$ cat config.mk
export PLATFORM = sky130hd
export DESIGN_NAME = hvs_skip_adder
export DESIGN_NICKNAME = d
export VERILOG_FILES = /design/src/rtl/hvs_skip_adder.sv
export SDC_FILE = /design/constraint.sdc
export NUM_CORES = 1
export LEC_CHECK = 0
export BUFFER_PORTS_ARGS = -buffer_cell sky130_fd_sc_hd__buf_2
export CAP_MARGIN = 30
export CELL_PAD_IN_SITES_DETAIL_PLACEMENT = 2
export CELL_PAD_IN_SITES_GLOBAL_PLACEMENT = 2
export CORE_MARGIN = 8
export CORE_UTILIZATION = 24
export DETAILED_ROUTE_END_ITERATION = 8
export PLACE_DENSITY = 0.91
export SYNTH_ARGS = -nofsm -noshare
export SYNTH_HDL_FRONTEND = slang
export SYNTH_SLANG_ARGS = --single-unit
export TNS_END_PERCENT = 20
$ cat constraint.sdc
create_clock -name vclk -period 5.35
set_input_delay 0.8025 -clock vclk [all_inputs]
set_output_delay 0.8025 -clock vclk [all_outputs]
set_load 0.03 [all_outputs]
$ cat src/rtl/hvs_skip_adder.sv
module hvs_skip_adder #(
  parameter int W0 = 3,
  parameter int W1 = 5,
  parameter int WN = 16,
  parameter int W3 = 5,
  parameter int W4 = 3,
  localparam int W = W0 + W1 + WN + W3 + W4
) (
  input  logic [W-1:0] a_i,
  input  logic [W-1:0] b_i,
  input  logic         cin_i,
  output logic [W-1:0] sum_o,
  output logic         cout_o
);
  localparam int NS = 5;
  localparam int WID [NS] = '{W0, W1, WN, W3, W4};
  localparam int OFF [NS] = '{0, W0, W0 + W1, W0 + W1 + WN, W0 + W1 + WN + W3};

  logic [NS:0]   cy;
  logic [NS-1:0] sp, sg;

  assign cy[0]  = cin_i;
  assign cout_o = cy[NS];

  for (genvar s = 0; s < NS; s++) begin : g_stg
    localparam int LO = OFF[s];
    localparam int WD = WID[s];
    logic [WD-1:0] as, bs, xs;
    logic          gl, pl;
    assign as = a_i[LO +: WD];
    assign bs = b_i[LO +: WD];
    assign xs = as ^ bs;
    assign sp[s] = &xs;

    if (s == 0) begin : g_rip
      logic [WD:0] c;
      assign c[0] = cy[s];
      for (genvar i = 0; i < WD; i++) begin : g_fa
        assign c[i+1]       = c[i] ? (as[i] | bs[i]) : (as[i] & bs[i]);
        assign sum_o[LO+i]  = c[i] ? ~xs[i] : xs[i];
      end
      assign gl    = 1'b0;
      assign pl    = 1'b0;
      assign sg[s] = 1'b0;
      assign cy[s+1] = c[WD] | (gl & pl);
    end else if (s == 2) begin : g_pfx
      localparam int LV = $clog2(WD);
      logic [LV:0][WD-1:0] gg, pp;
      logic [WD-1:0]       ci;
      assign gg[0] = as & bs;
      assign pp[0] = xs;
      for (genvar l = 0; l < LV; l++) begin : g_lvl
        for (genvar i = 0; i < WD; i++) begin : g_cell
          if (i >= (1 << l)) begin : g_bk
            assign gg[l+1][i] = gg[l][i] | (pp[l][i] & gg[l][i-(1<<l)]);
            assign pp[l+1][i] = pp[l][i] & pp[l][i-(1<<l)];
          end else begin : g_pass
            assign gg[l+1][i] = gg[l][i];
            assign pp[l+1][i] = pp[l][i];
          end
        end
      end
      assign ci[0] = cy[s];
      for (genvar i = 1; i < WD; i++) begin : g_ci
        assign ci[i] = gg[LV][i-1] | (pp[LV][i-1] & cy[s]);
      end
      assign sum_o[LO +: WD] = xs ^ ci;
      assign gl    = gg[LV][WD-1];
      assign pl    = pp[LV][WD-1];
      assign sg[s] = gl;
    end else begin : g_inc
      logic [WD:0]   z;
      logic [WD-1:0] ps, t;
      assign z[0] = 1'b0;
      assign t[0] = cy[s];
      for (genvar i = 0; i < WD; i++) begin : g_fa
        assign z[i+1]      = z[i] ? (as[i] | bs[i]) : (as[i] & bs[i]);
        assign ps[i]       = z[i] ? ~xs[i] : xs[i];
        assign sum_o[LO+i] = ps[i] ^ t[i];
        if (i < WD - 1) begin : g_ha
          assign t[i+1] = ps[i] & t[i];
        end
      end
      assign gl    = z[WD];
      assign pl    = sp[s];
      assign sg[s] = gl;
    end

    if (s != 0) begin : g_skip
      if (s % 2 == 1) begin : g_aoi
        logic nco;
        assign nco     = ~(gl | (pl & cy[s]));
        assign cy[s+1] = ~nco;
      end else begin : g_oai
        assign cy[s+1] = ~(~gl & (~pl | ~cy[s]));
      end
    end
  end

  logic [W:0] ref_w;
  assign ref_w = {1'b0, a_i} + {1'b0, b_i} + {{W{1'b0}}, cin_i};

  always_comb begin
    a_r1_sum_matches: assert ({cout_o, sum_o} == ref_w)
      else $error("R1 sum mismatch");
    a_r7_cout_top: assert (cy[NS] == ref_w[W])
      else $error("R7 carry-out mismatch");
    for (int k = 0; k < NS; k++) begin
      a_r4_skip_passes: assert (!sp[k] || (cy[k+1] == cy[k]))
        else $error("R4 skip carry mismatch in stage %0d", k);
      a_r6_prop_no_gen: assert (!sp[k] || !sg[k])
        else $error("R6 generate with full propagate in stage %0d", k);
    end
    for (int k = 1; k < NS; k++) begin
      a_r2_stage_carry: assert (cy[k] == (ref_w[OFF[k]] ^ a_i[OFF[k]] ^ b_i[OFF[k]]))
        else $error("R2 carry into stage %0d wrong", k);
    end
  end
endmodule

# ---- Yosys cells after proc, flatten, opt, wreduce, memory -nomap -nowiden
# Cells that the tools add are included.
dict set report totals {
  ff_bits 0
  latchBits 0
  ramBits 0
  mem_bits_ro 0
  out_inout_bits 33
  n_memories 0
}
dict set report classes {
  addsub 0
  n_mul 0
  div 0
  n_lt_le_gt_ge 0
  n_eq_ne 0
  n_shift 0
  muxes 26
  n_bitwise 265
  reduce_logical 3
}
# operator n
set ops {}
lappend ops {{bitwise AND 1 bit} 143}
lappend ops {{OR 1 bit} 81}
lappend ops {{bitwise XOR 16 bit} 2}
lappend ops {{2-to-1 mux 1 bit} 26}
lappend ops {{inverter 1 bit} 21}
lappend ops {{bitwise AND 16 bit} 1}
lappend ops {{bitwise XOR 1 bit} 13}
lappend ops {{AND reduction 5 bit} 2}
lappend ops {{bitwise XOR 5 bit} 2}
lappend ops {{bitwise XOR 3 bit} 2}
lappend ops {{AND reduction 3 bit} 1}

# ---- Longest topological paths before layout
dict set report logic_depth {
  ltp_word 18
  depth_mapped 16
  depth_no_buf 16
}

# ---- Least setup slack after synthesis
# Ideal clock, no wire load.
dict set report synth_timing {
  kind {input -> output}
  from {input a_i[3]}
  to {output sum_o[28]}
  t_arrival_ps 3892
  t_required_ps 4548
  setup_slack_ps 656
  path_stages 14
  path_buffers 0
  cell_sequence {ha_1 > o21ai_2 > mux2i_2 > mux2_4 > o21ai_2 > o31a_1 > o31a_1 > inv_2 > ha_1 > ha_1 > ha_1 > ha_1 > xnor2_1 > xnor2_1}
}
dict set report synth_via {
  elab_chain_cells 15
  word_cells_on_any_way 18
}
# item line
set synth_rtl {}
lappend synth_rtl {{from (decl)} 9} ;# input logic [W-1:0] a_i,
lappend synth_rtl {{bitwise AND 1 bit} 77} ;# assign z[i+1] = z[i] ? (as[i] | bs[i]) : (as[i] & bs[i]);
lappend synth_rtl {{2-to-1 mux 1 bit (4 in a row)} 77}
lappend synth_rtl {{OR 1 bit *} 92} ;# assign nco = ~(gl | (pl & cy[s]));
lappend synth_rtl {{inverter 1 bit *} 95} ;# assign cy[s+1] = ~(~gl & (~pl | ~cy[s]));
lappend synth_rtl {{OR 1 bit *} 95}
lappend synth_rtl {{bitwise AND 1 bit *} 95}
lappend synth_rtl {{inverter 1 bit *} 95}
lappend synth_rtl {{bitwise AND 1 bit * (4 in a row)} 81} ;# assign t[i+1] = ps[i] & t[i];
lappend synth_rtl {{bitwise XOR 1 bit *} 79} ;# assign sum_o[LO+i] = ps[i] ^ t[i];
lappend synth_rtl {{to (decl)} 12} ;# output logic [W-1:0] sum_o,
# Mark *: on every way between the ends. The rest lies on a longest branch, timed or not.

# ---- Worst setup path in the final report
# Same ends and word-level chain as after synthesis.

==> run_results.csv <==
group,metric,value,unit
status,outcome,"finished clean",
place,dp_hpwl,5.91,mm
die,die_w,100,um
worst_setup_path,start_kind,"input pin",
sta,relSlewSlack,66.6,%
sta,slew_viol_final,0,
pwr,p_seq_share,0,%
detailed_routing,drt_iter0_drc,6,
die,io_pins,98,
die,fp.dieH,100,um
worst_setup_path,crit_top_cell,"ha_1",
global_routing,grt_pass1_vias,2239,
synth,netlist_instances,220,
clock_tree,holdBufCountCts,0,
detailed_routing,wire_per_inst,14.9,um
pwr,leakage,1.38,nW
global_routing,grt_max_degree,7,
sta,worst_pin_slew,0.498,ns
worst_setup_path,cp_cell_sequence,"buf_2 -> ha_1 -> o21ai_2 -> mux2i_2 -> mux2_4 -> o21ai_2 -> o31a_1 -> o31a_1 -> inv_2 -> ha_1 -> ha_1 -> ha_1 -> ha_1 -> xnor2_1 -> xnor2_1 -> buf_2",
final_layout,fill_cells,831,
detailed_routing,ant_nets,0,
sta,layout_min_cycle_time,4.96,ns
die,initial_core_util,24.9,%
worst_setup_path,crit_required,4.55,ns
final_layout,antennaDiodeCount,0,
detailed_routing,wl,6.17,mm
place,portBuffers,98,
worst_setup_path,critPathMaxStageDelay,0.38,ns
place,post-place-cells,414,
detailed_routing,drt-pass1-iter-count,2,
pwr,powerDensity,172,nW/um2
detailed_routing,drc_errors,0,
die,num_rows,30,
pwr,ir_worst_vdd,0.0772,mV
final_layout,nFlopsAndLatches,0,
final_layout,drive_gt1_share,32.7,%
synth,syn_area,1690,um2
pwr,power,0.000396,W
worst_setup_path,end_kind,"primary output",
global_routing,grt_pass1_wl,9.95,mm
job,max-cap-violations,0,
worst_setup_path,crit_type,"in2out",
sta,period_share,92.8,%
worst_setup_path,worstPathMaxFanout,5,
detailed_routing,viasPerCell,4.53,
global_routing,grt_antenna_before_repair,0,
pwr,p_int,0.000139,W
synth,synth.avg_cell_area,7.69,um2
pwr,p_comb_share,100.0,%
sta,rsz0062_at_grt,"no",
worst_setup_path,cp.arrival,4.16,ns
pwr,clkPwrFrac,0,%
worst_setup_path,slowest_stage,"mux2i_2",
synth,yosysWarnings,0,
pwr,switchingPower,0.000257,W
synth,synthesis.nets,341,
synth,yosysUniqueCellTypes,31,
sta,tns,0,ns
sta,hold_viol,0,
sta,finalSetupViolations,0,
die,dieArea,9990,um2
final_layout,final_cells,414,
pwr,p_sw_share,64.9,%
worst_setup_path,crit_family,"adder cells",
final_layout,seqCellArea,0,um2
synth,ys_top_cells_by_area,"ha_1 (41%), xnor2_1 (9.8%), inv_1 (8.9%)",
sta,timing.fmax,0.201,GHz
min_path,hold_class,"in2out",
global_routing,track_usage,11.7,%
synth,yosys.area.top_type,"ha_1",
final_layout,syn_to_final_growth,36.1,%
worst_setup_path,crit_buf_inv,3,
final_layout,fin_nets,441,
detailed_routing,vias,1876,
final_layout,clkbuf_count,0,
place,gp_congestion,0.774,
synth,synth_seq_area_share,0,%
synth,synth_top_area_share,40.7,%
clock_tree,post_cts_buffers,0,
clock_tree,post_cts_resized,0,
global_routing,gr-total-overflow,0,
die,core,6790,um2
==> layer usage <==
layer / up-vias / GRT usage (%) / share of wire [%] / wire (um)
met1: 881 / 11.4 / 38 / 2340
met4: 0 / 1.05 / 0.96 / 59
met2: 56 / 25.1 / 55 / 3400
met3: 4 / 1.94 / 6.0 / 370
met5: - / 0 / 0 / 0
li1: 935 / - / - / -
==> cell usage after synthesis <==
master,instances
a221o_2,1
o31a_1,2
a21oi_1,12
a21o_1,9
o21ai_2,2
xnor2_1,19
nor2_1,15
o21ai_0,6
and2b_1,1
inv_2,1
and2_1,1
a211oi_1,1
nand2_1,9
and3_1,3
ha_1,55
inv_1,40
a2111o_1,1
o31ai_1,1
xor2_1,12
fa_1,1
o221ai_1,1
o22ai_1,1
mux2i_1,4
nand4_1,2
mux2i_2,1
o21bai_1,5
nor2b_1,4
mux2_4,1
nand3_1,7
o21ai_1,1
a31oi_1,1
==> path summary, 6_finish.rpt <==
| kind | start | endpoint | slack [ns] | depth (start not counted) |
|---|---|---|---|---|
| worst max-delay path | a_i[3] | sum_o[28] | 0.39 | 16 |
| worst min-delay path | cin_i | sum_o[0] | 1.95 | 3 |
==> layout by cell type, fill, tap and decap left out, types with 2 or more instances in the layout <==
cell type and instances:
mux2i_1 4, o21bai_1 5, a21o_1 9, o21ai_2 2, o21ai_0 6, ha_1 55
buf_2 98, nor2b_1 4, and3_1 3, inv_1 40, o31a_1 2, nand4_1 2
nor2_1 15, nand2_1 9, nand3_1 7, a21oi_1 12, xnor2_1 19, xor2_1 12
==> cells by family after synthesis <==
kind of cell | share of synthesized area (%)
multiplexers | 4.07
adder cells (fa/ha/maj) | 41.9
buffers and inverters | 9.10
AND/OR/NAND/NOR | 11.5
AO/OA/AOI/OAI | 17.4
XOR/XNOR | 16.1
==> layout make-up <==
cell class,instances,area [um2],share of cell area (%)
inverter,41,154,6.68
tap,96,120,5.22
multi-input combinational,179,1540,66.8
timing repair buffer,98,490,21.3
==> through the flow <==
| step | area, um2 | setup slack (ns) | util (%) | hold WS, ns |
|---|---|---|---|---|
| floorplan | 1690 | 0.656 | - | 1.78 |
| global placement | 2300 | 0.527 | 33.9 | 1.94 |
| detailed placement | 2300 | 0.322 | 33.9 | 1.95 |
| CTS | 2300 | 0.307 | 33.9 | 1.95 |
| global route | 2300 | 0.110 | 33.9 | 1.96 |
| finish | 2300 | 0.386 | 33.9 | 1.95 |
==> power groups by stage <==
stage	sequential, W	combinational, W	clock [W]
6_report	0	0.000396	0
5_1_grt	0	0.000431	0
4_1_cts	0	0.000404	0
3_5_place_dp	0	0.000402	0
3_3_place_gp	0	0.000387	0
2_1_floorplan	0	0.000282	0
(Power assumes the default switching activity.)
